**config.mk**
```make
export PLATFORM = sky130hd
export DESIGN_NAME = adc_bus_ctrl
export DESIGN_NICKNAME = d
export VERILOG_FILES = /design/src/rtl/adc_bus_ctrl_pkg.sv /design/src/rtl/adc_bus_sync.sv /design/src/rtl/adc_bus_dcnt.sv /design/src/rtl/adc_bus_outreg.sv /design/src/rtl/adc_bus_ctrl.sv
export SDC_FILE = /design/constraint.sdc
export NUM_CORES = 1
export LEC_CHECK = 0
export ABC_AREA = 1
export BUFFER_PORTS_ARGS = -buffer_cell sky130_fd_sc_hd__clkbuf_2
export CAP_MARGIN = 20
export CORE_ASPECT_RATIO = 0.6
export CORE_MARGIN = 3
export CORE_UTILIZATION = 52
export DETAILED_ROUTE_END_ITERATION = 7
export PLACE_DENSITY_LB_ADDON = 0.15
export SKIP_CTS_REPAIR_TIMING = 1
export SLEW_MARGIN = 10
export SYNTH_ARGS = -nofsm -noshare
export SYNTH_HDL_FRONTEND = slang
export SYNTH_SLANG_ARGS = --single-unit
```
**constraint.sdc**
```tcl
create_clock -name clk -period 1.5 [get_ports clk]
set_input_delay 0.225 -clock clk [delete_from_list [all_inputs] [get_ports clk]]
set_output_delay 0.225 -clock clk [all_outputs]
set_load 0.01 [all_outputs]
```
**src/rtl/adc_bus_ctrl_pkg.sv**
```systemverilog
package adc_bus_ctrl_pkg;

    localparam int ADC_RES_W = 12;

    typedef enum logic [2:0] {
        ST_IDLE,
        ST_SETUP,
        ST_SAMPLE,
        ST_WAIT_EOC,
        ST_WAIT_DONE,
        ST_READ,
        ST_CAPTURE,
        ST_RELEASE
    } ctrl_state_t;

    typedef struct packed {
        logic                 chan;
        logic [ADC_RES_W-1:0] data;
    } conv_word_t;

    function automatic logic bus_phase(input ctrl_state_t s);
        return (s == ST_READ) || (s == ST_CAPTURE);
    endfunction

    function automatic logic wait_phase(input ctrl_state_t s);
        return (s == ST_WAIT_EOC) || (s == ST_WAIT_DONE);
    endfunction

endpackage

```
**src/rtl/adc_bus_sync.sv**
```systemverilog
module adc_bus_sync #(
    parameter int         W       = 2,
    parameter logic [W-1:0] RST_VAL = '1
) (
    input  logic         clk,
    input  logic         rst,
    input  logic [W-1:0] async_in,
    output logic [W-1:0] sync_out
);
    logic [W-1:0] meta_q;
    logic [W-1:0] sync_q;

    always_ff @(posedge clk) begin
        if (rst) begin
            meta_q <= RST_VAL;
            sync_q <= RST_VAL;
        end else begin
            meta_q <= async_in;
            sync_q <= meta_q;
        end
    end

    assign sync_out = sync_q;
endmodule

```
**src/rtl/adc_bus_dcnt.sv**
```systemverilog
module adc_bus_dcnt #(
    parameter int W = 8
) (
    input  logic         clk,
    input  logic         rst,
    input  logic         load,
    input  logic [W-1:0] load_val,
    input  logic         dec,
    output logic         zero
);
    logic [W-1:0] cnt_q;

    always_ff @(posedge clk) begin
        if (rst) begin
            cnt_q <= '0;
        end else if (load) begin
            cnt_q <= load_val;
        end else if (dec && (cnt_q != '0)) begin
            cnt_q <= cnt_q - 1'b1;
        end
    end

    assign zero = (cnt_q == '0);
endmodule

```
**src/rtl/adc_bus_outreg.sv**
```systemverilog
module adc_bus_outreg
    import adc_bus_ctrl_pkg::*;
(
    input  logic       clk,
    input  logic       rst,
    input  logic       cap_valid,
    input  conv_word_t cap_word,
    output logic       out_valid,
    input  logic       out_ready,
    output conv_word_t out_word
);
    logic       valid_q;
    conv_word_t word_q;

    always_ff @(posedge clk) begin
        if (rst) begin
            valid_q <= 1'b0;
            word_q  <= '0;
        end else if (cap_valid) begin
            valid_q <= 1'b1;
            word_q  <= cap_word;
        end else if (valid_q && out_ready) begin
            valid_q <= 1'b0;
        end
    end

    assign out_valid = valid_q;
    assign out_word  = word_q;

    AST_RES_HOLD: assert property (@(posedge clk) disable iff (rst)
        (out_valid && !out_ready) |=> (out_valid && $stable(out_word)));
endmodule

```
**src/rtl/adc_bus_ctrl.sv**
```systemverilog
module adc_bus_ctrl
    import adc_bus_ctrl_pkg::*;
#(
    parameter int TIMEOUT_CYCLES = 256,
    parameter int SETTLE_CYCLES  = 2
) (
    input  logic                 clk,
    input  logic                 rst,
    input  logic                 req_valid,
    output logic                 req_ready,
    input  logic                 req_chan,
    input  logic                 req_rdmode,
    output logic                 res_valid,
    input  logic                 res_ready,
    output logic [ADC_RES_W-1:0] res_data,
    output logic                 res_chan,
    output logic                 err_timeout,
    output logic                 adc_cs_n,
    output logic                 adc_sh_n,
    output logic                 adc_rd_n,
    output logic                 adc_oe,
    output logic                 adc_sel,
    input  logic                 adc_eoc,
    input  logic                 adc_int_n,
    input  logic [ADC_RES_W-1:0] adc_db
);
    localparam int TW = (TIMEOUT_CYCLES > 2) ? $clog2(TIMEOUT_CYCLES) : 1;
    localparam int SW = (SETTLE_CYCLES > 2) ? $clog2(SETTLE_CYCLES) : 1;
    localparam logic [TW-1:0] TMO_LOAD    = TW'(TIMEOUT_CYCLES - 1);
    localparam logic [SW-1:0] SETTLE_LOAD = SW'(SETTLE_CYCLES - 1);

    ctrl_state_t state_q, state_d;
    logic        chan_q, tag_q, mode_q;
    logic        err_q;
    logic        eoc_s, int_n_s;
    logic        accept, done_seen, expire;
    logic        tmo_zero, settle_zero;
    logic        cap_valid;
    conv_word_t  cap_word, out_word;

    // status lines come from another clock domain
    adc_bus_sync #(.W(2), .RST_VAL(2'b11)) u_sync (
        .clk      (clk),
        .rst      (rst),
        .async_in ({adc_eoc, adc_int_n}),
        .sync_out ({eoc_s, int_n_s})
    );

    assign req_ready = (state_q == ST_IDLE) && !res_valid;
    assign accept    = req_valid && req_ready;
    assign done_seen = mode_q ? eoc_s : !int_n_s;

    always_comb begin
        expire = 1'b0;
        if (state_q == ST_WAIT_EOC)  expire = eoc_s && tmo_zero;
        if (state_q == ST_WAIT_DONE) expire = !done_seen && tmo_zero;
    end

    adc_bus_dcnt #(.W(TW)) u_tmo (
        .clk      (clk),
        .rst      (rst),
        .load     (state_q == ST_SAMPLE),
        .load_val (TMO_LOAD),
        .dec      (wait_phase(state_q)),
        .zero     (tmo_zero)
    );

    adc_bus_dcnt #(.W(SW)) u_settle (
        .clk      (clk),
        .rst      (rst),
        .load     ((state_q == ST_WAIT_DONE) && done_seen),
        .load_val (SETTLE_LOAD),
        .dec      (state_q == ST_READ),
        .zero     (settle_zero)
    );

    always_comb begin
        state_d = state_q;
        unique case (state_q)
            ST_IDLE:      if (accept) state_d = ST_SETUP;
            ST_SETUP:     state_d = ST_SAMPLE;
            ST_SAMPLE:    state_d = ST_WAIT_EOC;
            ST_WAIT_EOC: begin
                if (!eoc_s)        state_d = ST_WAIT_DONE;
                else if (tmo_zero) state_d = ST_RELEASE;
            end
            ST_WAIT_DONE: begin
                if (done_seen)     state_d = ST_READ;
                else if (tmo_zero) state_d = ST_RELEASE;
            end
            ST_READ:      if (settle_zero) state_d = ST_CAPTURE;
            ST_CAPTURE:   state_d = ST_RELEASE;
            ST_RELEASE:   state_d = ST_IDLE;
            default:      state_d = ST_IDLE;
        endcase
    end

    always_ff @(posedge clk) begin
        if (rst) begin
            state_q <= ST_IDLE;
            chan_q  <= 1'b0;
            tag_q   <= 1'b0;
            mode_q  <= 1'b0;
            err_q   <= 1'b0;
        end else begin
            state_q <= state_d;
            err_q   <= expire;
            if (accept) begin
                chan_q <= req_chan;
                mode_q <= req_rdmode;
            end
            // channel in force when the conversion began
            if ((state_q == ST_WAIT_EOC) && !eoc_s) tag_q <= chan_q;
        end
    end

    assign adc_cs_n    = (state_q == ST_IDLE) || (state_q == ST_RELEASE);
    assign adc_sh_n    = (state_q != ST_SAMPLE);
    assign adc_oe      = bus_phase(state_q);
    assign adc_rd_n    = !(mode_q || bus_phase(state_q));
    assign adc_sel     = chan_q;
    assign err_timeout = err_q;

    assign cap_valid     = (state_q == ST_CAPTURE);
    assign cap_word.chan = tag_q;
    assign cap_word.data = adc_db;

    adc_bus_outreg u_out (
        .clk       (clk),
        .rst       (rst),
        .cap_valid (cap_valid),
        .cap_word  (cap_word),
        .out_valid (res_valid),
        .out_ready (res_ready),
        .out_word  (out_word)
    );

    assign res_data = out_word.data;
    assign res_chan = out_word.chan;

    AST_SEL_HELD: assert property (@(posedge clk) disable iff (rst)
        (!adc_cs_n && $past(!adc_cs_n)) |-> $stable(adc_sel));
    AST_SH_IN_CS: assert property (@(posedge clk) disable iff (rst)
        !adc_sh_n |-> !adc_cs_n);
    AST_SH_ONE_CYCLE: assert property (@(posedge clk) disable iff (rst)
        !adc_sh_n |=> adc_sh_n);
    AST_RD_WINDOW: assert property (@(posedge clk) disable iff (rst)
        (!mode_q && !adc_rd_n) |-> (adc_oe && !adc_cs_n));
    AST_HOLD_RD: assert property (@(posedge clk) disable iff (rst)
        (mode_q && $past(mode_q) && adc_cs_n) |-> !adc_rd_n);
    AST_OE_IN_CS: assert property (@(posedge clk) disable iff (rst)
        adc_oe |-> !adc_cs_n);
    AST_ERR_PULSE: assert property (@(posedge clk) disable iff (rst)
        err_timeout |=> (!err_timeout && req_ready));
    AST_READY_IDLE: assert property (@(posedge clk) disable iff (rst)
        req_ready |-> (adc_cs_n && !res_valid));
endmodule

```
==> flow_summary.json, run 1 <==
{
  "vdd_drop_max_v": 0.000942,
  "gr-usage-all-layers_pct": 19.7,
  "cts_tree": "yes",
  "fin_skew_ns": 0.00301,
  "placed_area_mm2": 0.00186,
  "cp_max_fo": 5,
  "synthTopCellsByArea": "dfxtp_1 42%, a21oi_1 9.0%, nand2_1 7.7%",
  "grt_max_degree": 20,
  "netlist.area_leader.share_pct": 42.1,
  "fin_setup_tns_ns": 0,
  "cap_violations": 0,
  "power_leakage_nw": 0.927,
  "drc": 0,
  "dieArea_mm2": 0.00384,
  "drive_gt1_share_pct": 32.8,
  "grt_pass1_wl_um": 5950,
  "layout_commonest_cell": "clkbuf_2",
  "relSlewSlack_pct": 73.3,
  "min_path_type": "in2reg",
  "p_int_mw": 2.42,
  "drt-pass1-iter-count": 4,
  "max_freq_ghz": 0.674,
  "total_power_mw": 4.00,
  "grt_pass1_vias": 1262,
  "vias_per_cell": 4.93,
  "wirelength_um": 3690,
  "drv_slew": 0,
  "antenna_left": 0,
  "final_nets": 291,
  "yosys.area.top_type": "dfxtp_1",
  "end_kind": "output pin",
  "hold_viol_final": 0,
  "hold_slack_ns": 0.115,
  "clk_pin_slew_worst_paths_ns": 0.07,
  "synth_cells": 220,
  "finish.utilization_pct": 75.1,
  "post-route-period-util_pct": 98.9,
  "swShare_pct": 39.5,
  "synth_nets": 241,
  "worst_slew_pin_slew_ns": 0.400,
  "status": "complete, no violations",
  "synthToLayoutAreaGrowth_pct": 26.9,
  "switching_power_mw": 1.58,
  "worstPathCellList": "inv_4, nor2_4, inv_2, nor2_4, inv_2, nand2_4, nor2_1, clkbuf_2",
  "clk_path_buf_depth": 2,
  "final_cell_area_mm2": 0.00205,
  "rows": 14,
  "port_buffers": 40,
  "final_cell_mix": "39 x clkbuf_2, 32 x nand2_1, 30 x inv_1, 30 x dfxtp_1, 29 x a21oi_1",
  "synth-seq-cells": 34,
  "die_w_um": 78.0,
  "setup_viol": 0,
  "synth_area_per_cell_um2": 7.35,
  "via_count": 1534,
  "drt_iter0_markers": 157,
  "die_h_um": 49.2,
  "crit_slowest_cell": "dfxtp_4",
  "gp_congestion": 0.937,
  "min_period_ns": 1.48,
  "power_frac_seq_pct": 30.7,
  "worst_path_largest_cell_delay_ns": 0.37,
  "diodes": 0,
  "combinationalPowerShare_pct": 44.0,
  "core-area_mm2": 0.00273,
  "yosysWarnings": 0,
  "dpl.hpwl_um": 2670,
  "powerDensity_mw_per_mm2": 1950,
  "grt_setup_unrepaired": "true",
  "start_kind": "flip-flop",
  "floorplan.initialDensity_pct": 59.2,
  "power_frac_clock_pct": 25.3,
  "cts_buffers": 5,
  "ios": 41,
  "syn_area_mm2": 0.00162,
  "synth-seq-area-share_pct": 42.1,
  "overflow": 0,
  "clk_latency_ns": 0.29,
  "htree_levels": 2,
  "post_drt_wl_per_cell_um": 11.9,
  "required_ns": 1.27,
  "antenna_found_initial": 0,
  "clkSinkCount": 34,
  "path_class": "reg2out",
  "cp.arrival_ns": 1.26,
  "root_buffer": "clkbuf_8",
  "ys_types": 24
}
## cells in the mapped netlist, drive strengths merged
master / count
o21ai: 22
a31oi: 1
a41oi: 1
nand2: 40
a21oi: 29
nor2: 19
inv: 35
nand3b: 1
dfxtp: 34
nand4: 1
nand3: 22
buf: 7
ha: 1
nor3: 2
clkbuf: 1
or2: 4
## through the flow
step                worst slack, ns  cells
finish                       0.0160    311
global route                -0.0535    311
global placement              0.134    299
floorplan                     0.150    220
CTS                          -0.169    307
detailed placement            0.106    299
## path summary, 6_finish.rpt
kind	startpoint	end	slack [ns]	cells past startpoint
max	state_q[2]	adc_rd_n	0.02	8
max reg2reg	u_tmo.cnt_q[0]	u_tmo.cnt_q[1]	0.11	11
min reg2reg	u_sync.meta_q[0]	u_sync.sync_out[0]	0.41	1
min	adc_eoc	u_sync.meta_q[1]	0.12	2
## per-layer routing
layer / GRT usage, % / part of all wire [%]
met5: 0 / 0
met4: 4.65 / 0.76
met3: 6.27 / 9.6
met2: 26.0 / 40
met1: 30.3 / 50
## logic make-up after synthesis
logic type	Yosys count	share of synthesized area, %
buffers and inverters	43	11.7
adders and majority gates	1	0.773
and+or+nand+nor	89	28.8
DFF	34	42.1
AOI/OAI and AO/OA	53	16.7
## flip-flops by register name, indices dropped and copies added (netlist names)
register and flops:
u_sync.meta_q 2, u_settle.cnt_q 1, adc_sel 1, err_timeout 1, u_out.out_word 13, u_tmo.cnt_q 8, mode_q 1, u_sync.sync_out 2
tag_q 1, state_q 3, u_out.out_valid 1
## area by class of cell
class / count / area (µm²)
fill: 223 / 679
timing repair buffer: 51 / 283
tap: 40 / 50.0
clock buffer: 5 / 68.8
sequential: 34 / 691
multi-input combinational: 143 / 758
inverter: 35 / 134
clock inverter: 3 / 68.8
## power groups by stage
| stage | logic, mW | clock network [mW] | registers (mW) |
|---|---|---|---|
| after floorplan | 1.28 | 0 | 1.19 |
| after global placement | 1.64 | 0 | 1.22 |
| after detailed placement | 1.64 | 0 | 1.22 |
| after CTS | 1.65 | 1.02 | 1.20 |
| after global routing | 1.97 | 1.06 | 1.25 |
| final | 1.76 | 1.01 | 1.23 |
## worst max-delay path, delay by kind of cell, from the launching register on
family / cells / cell delay [ns]
and+or+nand+nor: 4 / 0.30
DFF: 1 / 0.37
buffers and inverters: 4 / 0.29
Note: power is estimated with default switching activity, not from simulation.
==> run 2, diff against run 1 <==
--- a/config.mk
+++ b/config.mk
@@ -12,7 +12,7 @@
 export CORE_MARGIN = 3
 export CORE_UTILIZATION = 52
 export DETAILED_ROUTE_END_ITERATION = 7
-export PLACE_DENSITY_LB_ADDON = 0.15
+export PLACE_DENSITY_LB_ADDON = 0.2
 export SKIP_CTS_REPAIR_TIMING = 1
 export SLEW_MARGIN = 10
 export SYNTH_ARGS = -nofsm -noshare
==> flow_summary.json, run 2 (synthesis results as in run 1) <==
{
  "status": "finished, violations left",
  "violations": "setup timing",
  "vdd_drop_max_v": 0.00104,
  "path_class": "reg2out",
  "fin_setup_tns_ns": -0.146,
  "min_period_ns": 1.59,
  "cap_violations": 0,
  "start_kind": "flip-flop",
  "max_freq_ghz": 0.628,
  "num-fill-cells": 193,
  "antenna_left": 0,
  "overflow": 0,
  "cts_buffers": 5,
  "end_kind": "output pin",
  "clk_pin_slew_worst_paths_ns": 0.08,
  "die_w_um": 78.0,
  "die_h_um": 49.2,
  "root_buffer": "clkbuf_8",
  "powerDensity_mw_per_mm2": 1980,
  "setup_viol": 2,
  "dpl.hpwl_um": 2770,
  "ios": 41,
  "finish.utilization_pct": 80.4,
  "drt-pass1-iter-count": 5,
  "rows": 14,
  "drive_gt1_share_pct": 35.8,
  "grt_setup_unrepaired": "true",
  "placed_area_mm2": 0.00188,
  "port_buffers": 40,
  "htree_levels": 2,
  "dieArea_mm2": 0.00384,
  "grt_pass1_wl_um": 6380,
  "wirelength_um": 4600,
  "grt_max_degree": 30,
  "drc": 0,
  "antenna_found_initial": 0,
  "drv_slew": 0,
  "final_nets": 302,
  "cp_max_fo": 4,
  "cts_tree": "yes",
  "drt_iter0_markers": 230,
  "power_leakage_nw": 1.00,
  "total_power_mw": 4.34,
  "min_path_type": "in2reg",
  "via_count": 1693,
  "synthToLayoutAreaGrowth_pct": 35.8,
  "clk_path_buf_depth": 2,
  "post-place-ws_ns": 0.0795,
  "clk_latency_ns": 0.29,
  "gp_congestion": 0.867,
  "worst_path_largest_cell_delay_ns": 0.39,
  "crit_slowest_cell": "dfxtp_4",
  "diodes": 0,
  "vias_per_cell": 5.26,
  "cp.arrival_ns": 1.37,
  "clkSinkCount": 34,
  "fin_skew_ns": 0.00784,
  "final_cell_area_mm2": 0.00220,
  "largest_register_ffs": 13,
  "relSlewSlack_pct": 67.5,
  "final_cell_mix": "38 x clkbuf_2, 33 x nand2_1, 30 x dfxtp_1, 29 x inv_1, 29 x a21oi_1",
  "post_drt_wl_per_cell_um": 14.3,
  "gr-usage-all-layers_pct": 20.9,
  "fin_ws_ns": -0.0912,
  "core-area_mm2": 0.00273,
  "grt_pass1_vias": 1350,
  "worstPathCellList": "inv_6, nor2_4, inv_2, nor2_4, inv_2, nand2_4, nor2_2, buf_2",
  "floorplan.initialDensity_pct": 59.2,
  "layout_commonest_cell": "clkbuf_2",
  "worst_slew_pin_slew_ns": 0.482,
  "required_ns": 1.27,
  "post-route-period-util_pct": 106,
  "hold_viol_final": 0
}
## run 2: cell type report
type	instances	area, µm²	area share, %
well taps	40	50.0	2.28
multi-input cells	144	772	35.1
repair buffers	61	400	18.2
flip-flops and latches	34	693	31.5
inverters	35	139	6.32
clock buffers	6	82.6	3.76
clock inverters	2	60.1	2.73
## run 2: final timing paths
check	startpoint	end	slack (ns)	cells past startpoint
min reg2reg	u_sync.meta_q[1]	u_sync.sync_out[1]	0.42	1
max	state_q[2]	adc_rd_n	-0.09	8
max reg2reg	u_tmo.cnt_q[2]	u_tmo.cnt_q[1]	0.06	10
min	adc_eoc	u_sync.meta_q[1]	0.11	2
## run 2: through the flow
| stage | std cells | hold WS (ns) |
|---|---|---|
| floorplan | 220 | 0.329 |
| global placement | 299 | 0.393 |
| detailed placement | 299 | 0.402 |
| CTS | 307 | 0.116 |
| global route | 322 | 0.120 |
| finish | 322 | 0.114 |
## run 2: critical path: cells and delay by family, from the launching register on
family,cells,cell delay [ns]
simple gates,4,0.35
buf+inv,4,0.32
flops,1,0.39
## run 2: where the power goes
part / internal (mW) / switching [mW] / leakage [nW]
registers: 1.07 / 0.185 / 0.279
logic: 0.824 / 1.22 / 0.650
clock network: 0.709 / 0.343 / 0.0714
## run 2: per-layer routing
layer	track usage (%)	part of all wire [%]	vias up
met5	0	0	-
met4	5.23	2.9	0
met3	6.09	9.9	23
met2	29.0	41	107
met1	31.3	46	732
li1	-	-	831
